<file path="config.mk">
export PLATFORM = sky130hd
export DESIGN_NAME = pwr_ctl_reg
export DESIGN_NICKNAME = d
export VERILOG_FILES = /design/src/rtl/pwr_ctl_pkg.sv /design/src/rtl/pwr_once_bit.sv /design/src/rtl/pwr_recov_flag.sv /design/src/rtl/pwr_ctl_reg.sv
export SDC_FILE = /design/constraint.sdc
export NUM_CORES = 1
export LEC_CHECK = 0
export ABC_AREA = 1
export BUFFER_PORTS_ARGS = -buffer_cell sky130_fd_sc_hd__buf_4
export CORE_AREA = 2 2 39 41
export CTS_BUF_LIST = sky130_fd_sc_hd__clkbuf_16
export DETAILED_ROUTE_END_ITERATION = 12
export DIE_AREA = 0 0 41 43
export GPL_TIMING_DRIVEN = 1
export HOLD_SLACK_MARGIN = 0.15
export PLACE_DENSITY = 0.58
export REMOVE_ABC_BUFFERS = 1
export SETUP_SLACK_MARGIN = 0.2
export SYNTH_ARGS = -nofsm -noshare
export SYNTH_HDL_FRONTEND = slang
export SYNTH_SLANG_ARGS = --single-unit
</file>
<file path="constraint.sdc">
create_clock -name clk -period 0.8 [get_ports clk]
set_input_delay 0.16 -clock clk [delete_from_list [all_inputs] [get_ports clk]]
set_output_delay 0.16 -clock clk [all_outputs]
set_load 0.02 [all_outputs]
</file>
<file path="src/rtl/pwr_ctl_pkg.sv">
package pwr_ctl_pkg;
  localparam int REG_W    = 8;
  localparam int DSEL_BIT = 5;
  localparam int WSEL_BIT = 4;
  localparam int FLAG_BIT = 3;
  localparam int ACK_BIT  = 2;
  localparam int DEPTH_BIT = 0;
  localparam int WARN_W   = 2;

  // warning threshold index from the two select bits
  function automatic logic [WARN_W-1:0] warn_code(input logic dsel, input logic wsel);
    return {dsel, wsel};
  endfunction

  // assemble the read view; unlisted bits stay 0
  function automatic logic [REG_W-1:0] pack_rd(input logic dsel, input logic wsel,
                                               input logic flag, input logic depth);
    logic [REG_W-1:0] v;
    v = '0;
    v[DSEL_BIT]  = dsel;
    v[WSEL_BIT]  = wsel;
    v[FLAG_BIT]  = flag;
    v[DEPTH_BIT] = depth;
    return v;
  endfunction
endpackage

</file>
<file path="src/rtl/pwr_once_bit.sv">
module pwr_once_bit #(
  parameter bit KEEP_ON_SOFT = 1'b0
) (
  input  logic clk,
  input  logic hard_rst,
  input  logic soft_rst,
  input  logic wr_hit,
  input  logic wr_val,
  output logic val_o,
  output logic lock_o
);
  logic val_q, lock_q;
  logic take_w;

  assign take_w = wr_hit && !lock_q;

  always_ff @(posedge clk) begin
    if (hard_rst) begin
      val_q  <= 1'b0;
      lock_q <= 1'b0;
    end else if (soft_rst) begin
      if (!KEEP_ON_SOFT) begin
        val_q  <= 1'b0;
        lock_q <= 1'b0;
      end
    end else if (take_w) begin
      val_q  <= wr_val;
      lock_q <= 1'b1;
    end
  end

  assign val_o  = val_q;
  assign lock_o = lock_q;


  lock_hold_chk: assert property (@(posedge clk) disable iff (hard_rst || soft_rst)
    (wr_hit && lock_o) |=> $stable(val_o));


  first_write_chk: assert property (@(posedge clk) disable iff (hard_rst || soft_rst)
    (wr_hit && !lock_o) |=> (lock_o && (val_o == $past(wr_val))));

  generate
    if (KEEP_ON_SOFT) begin : g_keep

      soft_keep_chk: assert property (@(posedge clk) disable iff (hard_rst)
        soft_rst |=> ($stable(val_o) && $stable(lock_o)));
    end else begin : g_clear

      soft_clear_chk: assert property (@(posedge clk) disable iff (hard_rst)
        soft_rst |=> (!val_o && !lock_o));
    end
  endgenerate
endmodule

</file>
<file path="src/rtl/pwr_recov_flag.sv">
module pwr_recov_flag (
  input  logic clk,
  input  logic any_rst,
  input  logic set_evt,
  input  logic ack_evt,
  output logic flag_o
);
  logic flag_q;

  always_ff @(posedge clk) begin
    if (any_rst)      flag_q <= 1'b0;
    else if (set_evt) flag_q <= 1'b1;
    else if (ack_evt) flag_q <= 1'b0;
  end

  assign flag_o = flag_q;


  set_wins_chk: assert property (@(posedge clk) disable iff (any_rst)
    set_evt |=> flag_o);


  ack_clear_chk: assert property (@(posedge clk) disable iff (any_rst)
    (ack_evt && !set_evt) |=> !flag_o);


  flag_idle_chk: assert property (@(posedge clk) disable iff (any_rst)
    (!ack_evt && !set_evt) |=> $stable(flag_o));
endmodule

</file>
<file path="src/rtl/pwr_ctl_reg.sv">
module pwr_ctl_reg
  import pwr_ctl_pkg::*;
(
  input  logic              clk,
  input  logic              por_rst,
  input  logic              lvd_rst,
  input  logic              sys_rst,
  input  logic              wr_en,
  input  logic [REG_W-1:0]  wr_data,
  output logic [REG_W-1:0]  rd_data,
  input  logic              deep_exit,
  output logic [WARN_W-1:0] warn_lvl,
  output logic              det_lvl,
  output logic              deep_stop_en
);
  // named internal events
  logic soft_rst_w, any_rst_w, ack_w;
  logic dsel_w, dsel_lock_w, depth_w, depth_lock_w, flag_w;
  logic wsel_q;
  logic unused_wr_bits;

  assign soft_rst_w = lvd_rst || sys_rst;
  assign any_rst_w  = por_rst || soft_rst_w;
  assign ack_w      = wr_en && wr_data[ACK_BIT];
  assign unused_wr_bits = ^{wr_data[7:6], wr_data[FLAG_BIT], wr_data[1]};

  pwr_once_bit #(.KEEP_ON_SOFT(1'b1)) u_dsel (
    .clk(clk), .hard_rst(por_rst), .soft_rst(soft_rst_w),
    .wr_hit(wr_en), .wr_val(wr_data[DSEL_BIT]),
    .val_o(dsel_w), .lock_o(dsel_lock_w)
  );

  pwr_once_bit #(.KEEP_ON_SOFT(1'b0)) u_depth (
    .clk(clk), .hard_rst(por_rst), .soft_rst(soft_rst_w),
    .wr_hit(wr_en), .wr_val(wr_data[DEPTH_BIT]),
    .val_o(depth_w), .lock_o(depth_lock_w)
  );

  pwr_recov_flag u_flag (
    .clk(clk), .any_rst(any_rst_w), .set_evt(deep_exit),
    .ack_evt(ack_w), .flag_o(flag_w)
  );

  always_ff @(posedge clk) begin
    if (por_rst)         wsel_q <= 1'b0;
    else if (soft_rst_w) wsel_q <= wsel_q;
    else if (wr_en)      wsel_q <= wr_data[WSEL_BIT];
  end

  assign rd_data      = pack_rd(dsel_w, wsel_q, flag_w, depth_w);
  assign warn_lvl     = warn_code(dsel_w, wsel_q);
  assign det_lvl      = dsel_w;
  assign deep_stop_en = depth_w;


  reserved_zero_chk: assert property (@(posedge clk) disable iff (any_rst_w)
    (rd_data[7:6] == 2'b00) && (rd_data[ACK_BIT] == 1'b0) && (rd_data[1] == 1'b0));


  wsel_write_chk: assert property (@(posedge clk) disable iff (any_rst_w)
    wr_en |=> (rd_data[WSEL_BIT] == $past(wr_data[WSEL_BIT])));


  wsel_keep_chk: assert property (@(posedge clk) disable iff (por_rst)
    soft_rst_w |=> $stable(warn_lvl));


  outputs_match_chk: assert property (@(posedge clk) disable iff (any_rst_w)
    (warn_lvl == rd_data[5:4]) && (det_lvl == rd_data[DSEL_BIT]) &&
    (deep_stop_en == rd_data[DEPTH_BIT]));


  locked_partial_chk: assert property (@(posedge clk) disable iff (any_rst_w)
    (wr_en && dsel_lock_w && depth_lock_w) |=>
      (rd_data[WSEL_BIT] == $past(wr_data[WSEL_BIT])) && $stable(det_lvl) && $stable(deep_stop_en));
endmodule

</file>
# Yosys cells after proc, flatten, opt, wreduce, memory -nomap -nowiden
# Index checks and enable logic that the tools add are counted.
[op_classes]
n_addsub = 0
mul = 0
div = 0
order_cmp = 0
n_eq_ne = 0
shifts = 0
muxes = 2
bitwise = 1
reduce_logical = 11
[op_table]
columns = ["operator", "count"]
rows = [
  ["2-bit AND reduction", 2],
  ["1-bit logical AND", 3],
  ["1-bit logical NOT", 2],
  ["1-bit logical OR", 2],
  ["1-bit 2-to-1 mux", 2],
  ["2-bit nonzero test", 1],
  ["2-bit OR reduction", 1],
  ["1-bit NOT", 1],
]
[totals]
register_bits = 6
latch_bits = 0
ram_bits = 0
romBits = 0
in_bits = 14
output_inout_bits = 12
wordCells = 20
mem_count = 0

# Depth between registers and ports, before layout
[depth]
depth_word = 3
depth_mapped = 5
ltp_nobuf = 5

# Modules after synthesis
# Synthesis repeated with hierarchy kept, for this count alone.
[hier_totals]
hier_cells = 50
hier_area_um2 = 367.9
[by_module_without_submodules]
columns = ["mod", "instances", "cells_each", "area_per_inst_um2", "seq_area_each_um2"]
rows = [
  ["pwr_ctl_reg", 1, 23, 153.9, 20.0],
  ["pwr_once_bit at u_depth", 1, 10, 88.8, 40.0],
  ["pwr_once_bit at u_dsel", 1, 12, 85.1, 40.0],
  ["pwr_recov_flag", 1, 5, 40.0, 20.0],
]

# Worst setup path before layout
# Ideal clock, no wire load.
[synth_timing]
path_type = "register to output"
startpoint = "register u_dsel.val_q, in the netlist u_dsel.val_o"
endpoint = "output port rd_data[5]"
arrival_ns = 0.639
t_required_ns = 0.640
setup_slack_ns = 0.001
stages_incl_launch_ff = 2
path_buffers = 1
cell_sequence = "dfxtp_1 buf_4"
[synth_lines]
columns = ["element", "line_no", "source"]
rows = [
  ["from (decl)", "pwr_once_bit.sv:12", "logic val_q, lock_q;"],
  ["from (signal assigned)", "pwr_once_bit.sv:27", "val_q <= wr_val;"],
  ["to (decl)", "pwr_ctl_reg.sv:10", "output logic [REG_W-1:0] rd_data,"],
]
# No word-level cell between the ends.

# Worst setup path in the final report
[layout_timing]
startpoint = "register u_dsel.val_q, in the netlist u_dsel.val_o"
endpoint = "output port rd_data[5]"
# No word-level cell between the ends.

==> flow_metrics.py <==
metrics = {
    "route": {
        "drtIter0Drc": 0,
        "detail-route-antenna-nets": 0,
        "totalWireLength_microns": 612,
        "avgRoutedWirePerCell_microns": 8.620,
        "vias_per_cell": 4.085,
        "drc_errors": 0,
        "vias": 290,
        "dr.pass1.iters": 1,
    },
    "setup_path": {
        "cp_max_fo": 4,
        "cpLargestDelayFamily": "flip-flops",
        "cp_slowest_cell": "dfxtp_4",
        "end_kind": "output port",
        "worstPathArrival_ps": 700,
        "cp.required_ps": 640,
        "cp-start-kind": "flop",
        "worstPathBufferInverterCount": 1,
        "critPathKind": "reg -> out",
        "path_cells": "buf_6",
        "max_stage_delay_ps": 350,
    },
    "power": {
        "power.density_mw_per_mm2": 2264,
        "p_leak_nw": 0.2565,
        "ir_drop_mv": 1.818,
        "total_power_w": 0.001283,
    },
    "timing": {
        "clock_skew_ps": 2.093,
        "maxSlewViolCount": 0,
        "postLayoutSetupSlackWorst_ps": -62.04,
        "rsz0062_at_grt": "yes",
        "finalCritPeriodShare_pct": 107.8,
        "max_freq_mhz": 1160,
        "hold_viol_final": 0,
        "setup_viol": 8,
        "period_needed_ps": 862.0,
    },
    "clocking": {
        "clockRootBuffer": "clkbuf_16",
        "clock_latency_ps": 220,
        "htreeDepth": 1,
        "cts.sinks": 6,
        "clkTransAtPathRegs_ps": 30,
        "numCtsBuffers": 3,
        "clk_path_buf_depth": 2,
        "cts_tree": "yes",
    },
    "placement": {
        "globalplace.congestion": 0.7139,
        "port_buffers": 17,
        "place_hpwl_microns": 453.2,
        "post-place-ws_ps": 53.54,
    },
    "global_route": {
        "grt_pass1_vias": 250,
        "busiest_layer": "met2",
        "met1_usage_pct": 7.443,
        "use_met2_pct": 13.75,
        "grtUsageTotal_pct": 8.853,
        "antenna_found_initial": 0,
        "grt_use_met3_pct": 7.853,
        "grt_pass1_wl_microns": 972,
        "overflow": 0,
        "grt_start_max_net_pins": 7,
    },
    "synthesis": {
        "synth_area_sq_um": 314.1,
        "yosysWarningCount": 0,
        "yosys.cell_types.count": 13,
        "synth_seq_cells": 6,
        "synth_cells": 41,
        "synth.avg_cell_area_sq_um": 7.660,
        "seq_area_frac_synth_pct": 38.25,
    },
    "run": {
        "cap_viol_max_count": 0,
    },
    "cells_and_area": {
        "mostFrequentLayoutCells": "buf_4, buf_6, a21oi_2",
        "drive_gt1_share_pct": 72.73,
        "final_nets": 71,
        "postLayoutCoreUtil_pct": 40.96,
        "diodes": 0,
        "area_growth_pct": 80.48,
    },
    "floorplanning": {
        "coreArea_sq_mm": 0.001384,
        "die_w_microns": 41,
        "start_util_pct": 22.69,
        "rows": 14,
        "dieArea_sq_mm": 0.001763,
        "io_pins": 26,
        "die_y_microns": 43,
    },
    "status": {
        "violations": "negative setup slack",
        "outcome": "finished, violations left",
    },
    "hold_path": {
        "worstHoldPathType": "in -> reg",
    },
}
[synthesized netlist by cell type]
master     n  area [sq um]
a21oi_1    6         30.03
nor2_2     1         6.260
dfxtp_1    6         120.1
nand3b_1   1         7.510
buf_4     10         75.07
nor2_1     4         15.01
inv_2      1         3.750
conb_1     1         3.750
inv_1      3         11.26
nand3_1    2         10.01
o21ai_0    1         5.000
nand2_1    4         15.01
nor2_4     1         11.26
[metrics by stage]
stage	std cells	area [sq um]	hold WS [ps]	setup TNS (ps)
5_1_grt	71	566.8	95.33	-584.3
3_3_place_gp	67	397.9	330.0	0
4_1_cts	70	521.8	90.59	-435.8
2_1_floorplan	34	250.2	232.4	-268.2
6_report	71	566.8	92.94	-425.0
3_5_place_dp	67	397.9	333.0	0
[sequential cells by signal, indices dropped and copies added (netlist names)]
| name | flops |
|---|---|
| u_depth.val_o | 1 |
| u_flag.flag_o | 1 |
| u_depth.lock_o | 1 |
| u_dsel.lock_o | 1 |
| wsel_q | 1 |
| u_dsel.val_o | 1 |
[routing by layer]
layer,vias to the layer above,part of all wire (%)
li1,145,-
met1,131,40
met4,0,0
met2,14,49
met5,-,0
met3,0,11
[report_power, final]
part	internal, W	total (W)	switching [W]
Sequential	0.000312	0.000325	0.0000136
Combinational	0.0000818	0.000170	0.0000882
Clock	0.000640	0.000788	0.000148
[worst paths after layout]
kind / slack, ps / to / start / cells past startpoint
worst max-delay path: -60 / rd_data[5] / u_dsel.val_o / 1
worst min-delay path: 90 / u_dsel.lock_o / por_rst / 2
worst max register to register: 120 / u_flag.flag_o / u_flag.flag_o / 3
worst min register to register: 470 / u_depth.lock_o / u_depth.lock_o / 2
[timing repair]
item                                    CTS  global route
pin swaps                                 3             3
setup buffers                             0             1
gates cloned                              0             0
resized for setup                        19            10
endpoints found under the hold margin     2             1
endpoints found under the setup margin   11            14
[layout make-up]
type / count / area (sq um)
fill: 158 / 817.0
sequential: 6 / 132.6
timing repair buffer: 18 / 168.9
inverter: 4 / 15.01
multi-input combinational: 24 / 155.1
clock buffer: 3 / 75.07
tap: 16 / 20.02
[kinds of logic after synthesis]
group           share of synthesized area, %
other cells                            1.194
compound gates                         11.15
flops                                  38.25
simple gates                           20.72
buf+inv                                28.68
Power figures use the tool's default switching activity.
